`src/rtl/exc_entry_pkg.sv`:
```
package exc_entry_pkg;
  localparam int unsigned XLEN   = 32;
  localparam int unsigned CODE_W = 12;
  localparam int unsigned IMM_W  = 8;

  typedef enum logic [2:0] {
    CLS_NONE = 3'd0,
    CLS_MISS = 3'd1,
    CLS_FLT  = 3'd2,
    CLS_ILL  = 3'd3,
    CLS_TRAP = 3'd4,
    CLS_IRQ  = 3'd5
  } entry_cls_e;

  // handler address from base and class offset
  function automatic logic [XLEN-1:0] f_vector(input logic [XLEN-1:0] base,
                                               input logic [XLEN-1:0] ofs);
    return base + ofs;
  endfunction

  // return address, rewound by one instruction when required
  function automatic logic [XLEN-1:0] f_return_pc(input logic [XLEN-1:0] pc,
                                                  input logic rewind,
                                                  input logic [XLEN-1:0] step);
    return rewind ? (pc - step) : pc;
  endfunction

  // status word with the three privileged bits forced high
  function automatic logic [XLEN-1:0] f_entry_sr(input logic [XLEN-1:0] sr,
                                                 input int unsigned b_md,
                                                 input int unsigned b_rb,
                                                 input int unsigned b_bl);
    logic [XLEN-1:0] r;
    r = sr;
    r[b_md] = 1'b1;
    r[b_rb] = 1'b1;
    r[b_bl] = 1'b1;
    return r;
  endfunction
endpackage

```
`src/rtl/exc_arbiter.sv`:
```
module exc_arbiter
  import exc_entry_pkg::*;
(
  input  logic       miss_req,
  input  logic       fault_req,
  input  logic       illegal_req,
  input  logic       trap_req,
  input  logic       irq_req,
  input  logic       vbr_zero,
  output entry_cls_e cls,
  output logic       take_exc,
  output logic       take_irq,
  output logic       halt_evt
);
  logic any_exc;

  always_comb begin
    if (miss_req)         cls = CLS_MISS;
    else if (fault_req)   cls = CLS_FLT;
    else if (illegal_req) cls = CLS_ILL;
    else if (trap_req)    cls = CLS_TRAP;
    else if (irq_req)     cls = CLS_IRQ;
    else                  cls = CLS_NONE;
  end

  assign any_exc  = (cls != CLS_NONE) && (cls != CLS_IRQ);
  assign take_exc = any_exc && !vbr_zero;
  assign halt_evt = any_exc && vbr_zero;
  assign take_irq = (cls == CLS_IRQ);
endmodule

```
`src/rtl/exc_vector_calc.sv`:
```
module exc_vector_calc
  import exc_entry_pkg::*;
#(
  parameter logic [XLEN-1:0]   OFS_FLT    = 32'h100,
  parameter logic [XLEN-1:0]   OFS_MISS   = 32'h400,
  parameter logic [XLEN-1:0]   OFS_IRQ    = 32'h600,
  parameter logic [CODE_W-1:0] CODE_TRAP  = 12'h160,
  parameter logic [CODE_W-1:0] CODE_ILL   = 12'h180,
  parameter logic [CODE_W-1:0] CODE_SILL  = 12'h1A0,
  parameter int unsigned       INSN_BYTES = 2,
  parameter int unsigned       BIT_MD     = 30,
  parameter int unsigned       BIT_RB     = 29,
  parameter int unsigned       BIT_BL     = 28
) (
  input  entry_cls_e        cls,
  input  logic [CODE_W-1:0] fault_code,
  input  logic [CODE_W-1:0] miss_code,
  input  logic [IMM_W-1:0]  trap_imm,
  input  logic [XLEN-1:0]   cur_pc,
  input  logic              in_slot,
  input  logic [XLEN-1:0]   cur_sr,
  input  logic [XLEN-1:0]   vec_base,
  output logic [XLEN-1:0]   vec_pc,
  output logic [XLEN-1:0]   nxt_pc,
  output logic [XLEN-1:0]   ret_pc,
  output logic [XLEN-1:0]   ent_sr,
  output logic [CODE_W-1:0] exc_code,
  output logic [XLEN-1:0]   trap_rec,
  output logic              rewind
);
  localparam logic [XLEN-1:0] STEP = XLEN'(INSN_BYTES);
  logic [XLEN-1:0] ofs;

  always_comb begin
    unique case (cls)
      CLS_MISS: begin ofs = OFS_MISS; exc_code = miss_code; end
      CLS_FLT:  begin ofs = OFS_FLT;  exc_code = fault_code; end
      CLS_ILL:  begin ofs = OFS_FLT;  exc_code = in_slot ? CODE_SILL : CODE_ILL; end
      CLS_TRAP: begin ofs = OFS_FLT;  exc_code = CODE_TRAP; end
      CLS_IRQ:  begin ofs = OFS_IRQ;  exc_code = '0; end
      default:  begin ofs = '0;       exc_code = '0; end
    endcase
  end

  assign rewind   = in_slot && (cls != CLS_IRQ) && (cls != CLS_NONE);
  assign vec_pc   = f_vector(vec_base, ofs);
  assign nxt_pc   = vec_pc + STEP;
  assign ret_pc   = f_return_pc(cur_pc, rewind, STEP);
  assign ent_sr   = f_entry_sr(cur_sr, BIT_MD, BIT_RB, BIT_BL);
  assign trap_rec = {{(XLEN-IMM_W-2){1'b0}}, trap_imm, 2'b00};
endmodule

```
`src/rtl/exc_state_regs.sv`:
```
module exc_state_regs
  import exc_entry_pkg::*;
(
  input  logic              clk,
  input  logic              rst_n,
  input  logic              take_exc,
  input  logic              take_irq,
  input  logic              halt_evt,
  input  logic              is_trap,
  input  logic              rewind,
  input  logic [XLEN-1:0]   vec_pc,
  input  logic [XLEN-1:0]   nxt_pc,
  input  logic [XLEN-1:0]   ret_pc,
  input  logic [XLEN-1:0]   ent_sr,
  input  logic [XLEN-1:0]   cur_sr,
  input  logic [XLEN-1:0]   cur_r15,
  input  logic [CODE_W-1:0] exc_code,
  input  logic [CODE_W-1:0] irq_code,
  input  logic [XLEN-1:0]   trap_rec,
  output logic [XLEN-1:0]   saved_pc,
  output logic [XLEN-1:0]   saved_sr,
  output logic [XLEN-1:0]   saved_r15,
  output logic [CODE_W-1:0] cause_out,
  output logic [CODE_W-1:0] irq_cause_out,
  output logic [XLEN-1:0]   trap_val,
  output logic [XLEN-1:0]   handler_pc,
  output logic [XLEN-1:0]   fetch_next,
  output logic [XLEN-1:0]   entry_sr,
  output logic              slot_clear,
  output logic              entry_done,
  output logic              halt
);
  logic take;
  assign take = take_exc || take_irq;

  always_ff @(posedge clk) begin
    if (!rst_n) begin
      saved_pc      <= '0;
      saved_sr      <= '0;
      saved_r15     <= '0;
      cause_out     <= '0;
      irq_cause_out <= '0;
      trap_val      <= '0;
      handler_pc    <= '0;
      fetch_next    <= '0;
      entry_sr      <= '0;
      slot_clear    <= 1'b0;
      entry_done    <= 1'b0;
      halt          <= 1'b0;
    end else begin
      entry_done <= take;
      halt       <= halt_evt;
      slot_clear <= take_exc && rewind;
      if (take) begin
        saved_pc   <= ret_pc;
        saved_sr   <= cur_sr;
        saved_r15  <= cur_r15;
        handler_pc <= vec_pc;
        fetch_next <= nxt_pc;
        entry_sr   <= ent_sr;
      end
      if (take_exc) cause_out <= exc_code;
      if (take_irq) irq_cause_out <= irq_code;
      if (take_exc && is_trap) trap_val <= trap_rec;
    end
  end
endmodule

```
`src/rtl/exc_entry_seq.sv`:
```
module exc_entry_seq
  import exc_entry_pkg::*;
#(
  parameter logic [XLEN-1:0]   OFS_FLT    = 32'h100,
  parameter logic [XLEN-1:0]   OFS_MISS   = 32'h400,
  parameter logic [XLEN-1:0]   OFS_IRQ    = 32'h600,
  parameter logic [CODE_W-1:0] CODE_TRAP  = 12'h160,
  parameter logic [CODE_W-1:0] CODE_ILL   = 12'h180,
  parameter logic [CODE_W-1:0] CODE_SILL  = 12'h1A0,
  parameter int unsigned       INSN_BYTES = 2,
  parameter int unsigned       BIT_MD     = 30,
  parameter int unsigned       BIT_RB     = 29,
  parameter int unsigned       BIT_BL     = 28
) (
  input  logic              clk,
  input  logic              rst_n,
  input  logic              fault_req,
  input  logic [CODE_W-1:0] fault_code,
  input  logic              miss_req,
  input  logic [CODE_W-1:0] miss_code,
  input  logic              illegal_req,
  input  logic              trap_req,
  input  logic [IMM_W-1:0]  trap_imm,
  input  logic              irq_req,
  input  logic [CODE_W-1:0] irq_code,
  input  logic [XLEN-1:0]   cur_pc,
  input  logic              in_slot,
  input  logic [XLEN-1:0]   cur_r15,
  input  logic [XLEN-1:0]   cur_sr,
  input  logic [XLEN-1:0]   vec_base,
  output logic [XLEN-1:0]   saved_pc,
  output logic [XLEN-1:0]   saved_sr,
  output logic [XLEN-1:0]   saved_r15,
  output logic [CODE_W-1:0] cause_out,
  output logic [CODE_W-1:0] irq_cause_out,
  output logic [XLEN-1:0]   trap_val,
  output logic [XLEN-1:0]   handler_pc,
  output logic [XLEN-1:0]   fetch_next,
  output logic [XLEN-1:0]   entry_sr,
  output logic              slot_clear,
  output logic              entry_done,
  output logic              halt
);
  // named internal events
  entry_cls_e        ev_cls;
  logic              ev_take_exc;
  logic              ev_take_irq;
  logic              ev_halt;
  logic              ev_rewind;
  logic [XLEN-1:0]   w_vec_pc;
  logic [XLEN-1:0]   w_nxt_pc;
  logic [XLEN-1:0]   w_ret_pc;
  logic [XLEN-1:0]   w_ent_sr;
  logic [CODE_W-1:0] w_exc_code;
  logic [XLEN-1:0]   w_trap_rec;

  exc_arbiter u_arb (
    .miss_req    (miss_req),
    .fault_req   (fault_req),
    .illegal_req (illegal_req),
    .trap_req    (trap_req),
    .irq_req     (irq_req),
    .vbr_zero    (vec_base == '0),
    .cls         (ev_cls),
    .take_exc    (ev_take_exc),
    .take_irq    (ev_take_irq),
    .halt_evt    (ev_halt)
  );

  exc_vector_calc #(
    .OFS_FLT(OFS_FLT), .OFS_MISS(OFS_MISS), .OFS_IRQ(OFS_IRQ),
    .CODE_TRAP(CODE_TRAP), .CODE_ILL(CODE_ILL), .CODE_SILL(CODE_SILL),
    .INSN_BYTES(INSN_BYTES), .BIT_MD(BIT_MD), .BIT_RB(BIT_RB), .BIT_BL(BIT_BL)
  ) u_calc (
    .cls        (ev_cls),
    .fault_code (fault_code),
    .miss_code  (miss_code),
    .trap_imm   (trap_imm),
    .cur_pc     (cur_pc),
    .in_slot    (in_slot),
    .cur_sr     (cur_sr),
    .vec_base   (vec_base),
    .vec_pc     (w_vec_pc),
    .nxt_pc     (w_nxt_pc),
    .ret_pc     (w_ret_pc),
    .ent_sr     (w_ent_sr),
    .exc_code   (w_exc_code),
    .trap_rec   (w_trap_rec),
    .rewind     (ev_rewind)
  );

  exc_state_regs u_regs (
    .clk           (clk),
    .rst_n         (rst_n),
    .take_exc      (ev_take_exc),
    .take_irq      (ev_take_irq),
    .halt_evt      (ev_halt),
    .is_trap       (ev_cls == CLS_TRAP),
    .rewind        (ev_rewind),
    .vec_pc        (w_vec_pc),
    .nxt_pc        (w_nxt_pc),
    .ret_pc        (w_ret_pc),
    .ent_sr        (w_ent_sr),
    .cur_sr        (cur_sr),
    .cur_r15       (cur_r15),
    .exc_code      (w_exc_code),
    .irq_code      (irq_code),
    .trap_rec      (w_trap_rec),
    .saved_pc      (saved_pc),
    .saved_sr      (saved_sr),
    .saved_r15     (saved_r15),
    .cause_out     (cause_out),
    .irq_cause_out (irq_cause_out),
    .trap_val      (trap_val),
    .handler_pc    (handler_pc),
    .fetch_next    (fetch_next),
    .entry_sr      (entry_sr),
    .slot_clear    (slot_clear),
    .entry_done    (entry_done),
    .halt          (halt)
  );
endmodule

```
`config.mk`:
```
export PLATFORM = sky130hd
export DESIGN_NAME = exc_entry_seq
export DESIGN_NICKNAME = d
export VERILOG_FILES = /design/src/rtl/exc_entry_pkg.sv /design/src/rtl/exc_arbiter.sv /design/src/rtl/exc_vector_calc.sv /design/src/rtl/exc_state_regs.sv /design/src/rtl/exc_entry_seq.sv
export SDC_FILE = /design/constraint.sdc
export NUM_CORES = 1
export LEC_CHECK = 0
export BUFFER_PORTS_ARGS = -buffer_cell sky130_fd_sc_hd__buf_2
export CORE_MARGIN = 2
export CORE_UTILIZATION = 30
export DETAILED_ROUTE_END_ITERATION = 10
export PLACE_DENSITY = 0.51
export SKIP_CTS_REPAIR_TIMING = 1
export SLEW_MARGIN = 20
export SYNTH_ARGS = -nofsm -noshare
export SYNTH_HDL_FRONTEND = slang
export SYNTH_HIERARCHICAL = 1
export SYNTH_SLANG_ARGS = --single-unit
```
`constraint.sdc`:
```
create_clock -name clk -period 5.61 [get_ports clk]
set_clock_uncertainty 0.2 [all_clocks]
set_input_delay 0.561 -clock clk [delete_from_list [all_inputs] [get_ports clk]]
set_output_delay 0.561 -clock clk [all_outputs]
set_load 0.02 [all_outputs]
```
==> impl_metrics.csv <==
group,metric,value,unit
worst_hold_path,hp-class,"input port to register",
grt,gr-usage-all-layers,0.186,
clock_network,cts_buffers,30,
synthesis,async_flop_share,0,
grt,grt_max_degree,150,
timing,fin_crit_sh,0.828,
finish,multi_input_comb_area,6380,µm²
power_and_ir_drop,p_total,4.59,mW
timing,setup_tns,0,ns
detailed_routing,drc,0,
die,start_util,0.303,
finish,area_growth,22.1,%
finish,layout.area.seq,5020,µm²
critical_path,max_stage_delay,0.55,ns
synthesis,yosysMostFrequentCell,"dfxtp_1",
outcome,status,"complete, no violations",
clock_network,htree_levels,1,
synthesis,synth_area_leader_cell,"dfxtp_1",
critical_path,slowest_stage,"nor4b_2",
clock_network,cts_buffer_depth,3,
grt,grt_first_pass_wirelength,65800,µm
clock_network,cts.sinks,251,
synthesis,synth_area_leaders,"dfxtp_1, o211ai_1, nand2_1, o21ai_1, buf_4",
power_and_ir_drop,powerDensity,298,nW/µm²
run,maxCapViolCount,0,
timing,relSlewSlack,0.312,
critical_path,path_max_fanout,10,
die,die_w,209,µm
synthesis,synthCells,1528,
synthesis,yosysWarnings,6,
critical_path,crit_top_cell,"nor2_1",
detailed_routing,vias_per_cell,4.99,
synthesis,synth_edf_count,0,
synthesis,ys_seq_area_frac,0.398,
power_and_ir_drop,leakagePower,6.39,nW
synthesis,yosys.area.top_type_share,0.398,
die,core_area,41800,µm²
clock_network,cts-root-buf,"clkbuf_16",
clock_network,clkSlewWorstSetupHoldPaths,0.06,ns
grt,grt_pass1_vias,11090,
critical_path,required,5.82,ns
timing,fin_crit,4.65,ns
timing,slew_violations,0,
finish,drive_above_1_share,0.288,
grt,overflow,0,
placement,portBuffers,430,
timing,worst_pin_slew,1.03,ns
detailed_routing,vias,11859,
clock_network,clock_latency,0.56,ns
detailed_routing,routed_wl,43000,µm
synthesis,synth_ff_type,"dfxtp_1",
die,chipHeight,209,µm
finish,finalNetCount,2005,
power_and_ir_drop,vdd_drop_max,0.000203,V
die,rows,75,
critical_path,crit_path_cell_trace,"buf_2 -> nor2_1 -> nor2_1 -> nor2_1 -> a21oi_1 -> o21ai_0 -> buf_4 -> ha_1 -> fa_1 -> a21oi_1 -> nor4_2 -> xor2_1 -> nand3_1 -> nor4b_2 -> nand4_1 -> xnor2_1 -> o211ai_1 -> o21ai_0",
timing,max_freq,0.215,GHz
detailed_routing,ant_nets,0,
synthesis,synth_seq_cells,251,
critical_path,cp.arrival,4.85,ns
clock_network,cts_tree,"yes",
timing,setup-violations-final,0,
finish,fillerInstances,4422,
synthesis,netlist_area,12600,µm²
timing,rsz0062_at_grt,"false",
detailed_routing,first_pass_iters,5,
detailed_routing,avgRoutedWirePerCell,18.1,µm
timing,timing_hold_violations_final,0,
critical_path,crit_path_start_kind,"input port",
placement,dp_hpwl,29300,µm
synthesis,synth_cell_types,61,
critical_path,critical_path_class,"input port to register",
synthesis,netlist_top_cells_count,"dfxtp_1, nand2_1, o211ai_1",
die,io_pins,431,
critical_path,cp-end-kind,"register",
detailed_routing,drtIter0Drc,723,
die,die_area,43800,µm²
placement,place_congestion,0.852,
synthesis,syn_area_per_cell,8.27,µm²
grt,antenna_found_initial,2,
[stage by stage]
stage	std cells	area, µm²	hold slack [ns]	utilization	setup slack (ns)
6_report	2376	15400	0.0304	0.369	0.964
5_1_grt	2375	15400	0.0113	0.369	0.622
4_1_cts	2374	15400	-0.0119	0.369	1.05
3_5_place_dp	2325	14500	0.236	0.346	0.461
3_3_place_gp	2325	14500	0.232	0.346	0.626
2_1_floorplan	1553	12700	0.326	-	1.22
[kinds of logic after synthesis]
logic type | after synthesis | synth area share
AND/OR/NAND/NOR | 477 | 0.184
AO/OA/AOI/OAI | 459 | 0.230
flip-flops | 251 | 0.398
buffers and inverters | 230 | 0.107
XOR/XNOR | 76 | 0.0527
multiplexers | 26 | 0.0207
adder cells (fa/ha/maj) | 7 | 0.00753
other | 2 | 0.000594
[power breakdown]
| part | internal, mW | switching [mW] | leakage, nW |
|---|---|---|---|
| sequential | 1.88 | 0.0518 | 2.08 |
| combinational | 0.241 | 0.457 | 3.85 |
| clock | 1.18 | 0.782 | 0.469 |
| total | 3.30 | 1.29 | 6.39 |
[layout by cell type (no fill, tap or decap), drive strengths merged, types with 3 or more instances in the layout]
master,n
buf,448
nor2,47
o211ai,192
o21ai,231
inv,15
xor2,42
and2,7
nand4,44
a21oi,12
and3,9
xnor2,34
nor2b,31
nor3,22
o21a,3
nand2b,3
nand3,19
nor4,19
bufinv,3
a22oi,10
or4,5
conb,27
ha,6
dfxtp,251
nand2,252
mux2i,25
or3,8
clkbuf,44
[flip-flops by register name, indices dropped and copies added (netlist names)]
signal / count
u_regs/fetch_next: 32
u_regs/halt: 1
u_regs/saved_sr: 32
u_regs/cause_out: 12
u_regs/irq_cause_out: 12
u_regs/entry_done: 1
u_regs/trap_val: 32
u_regs/handler_pc: 32
u_regs/slot_clear: 1
u_regs/saved_r15: 32
u_regs/entry_sr: 32
u_regs/saved_pc: 32
[layout make-up]
class                   count  area share
diodes                      2    0.000324
well taps                 539      0.0437
repair buffers            448       0.151
multi-input cells        1072       0.413
inverters                  15     0.00365
clock buffers              44      0.0553
flip-flops and latches    251       0.326
clock inverters             5     0.00722
[metal layers]
metal	GRT usage	wire length [µm]	part of all wire
met3	0.0436	2940	0.068
met2	0.300	20000	0.46
met1	0.248	19100	0.45
met4	0.0534	908	0.021
met5	0	0	0
[worst max-delay path, delay by kind of cell]
kind            cells  cell delay (ns)
xor+xnor            2             0.51
compound gates      5             1.03
fa+ha+maj           2             0.67
simple gates        7             1.75
buf+inv             2             0.33
[path summary, 6_finish.rpt]
path                                             end  depth (start not counted)  slack [ns]                              from
setup reg to reg    u_regs/cause_out[8]$_SDFFE_PN0P_                          2        4.66  u_regs/cause_out[8]$_SDFFE_PN0P_
hold reg to reg     u_regs/entry_sr[28]$_SDFFE_PN0P_                          2        0.24  u_regs/entry_sr[28]$_SDFFE_PN0P_
setup / recovery  u_regs/fetch_next[31]$_SDFFE_PN0P_                         18        0.96                       illegal_req
hold / removal       u_regs/trap_val[7]$_SDFFE_PN0P_                          3        0.03                       trap_imm[5]
Note: power is estimated with default switching activity, not from simulation.
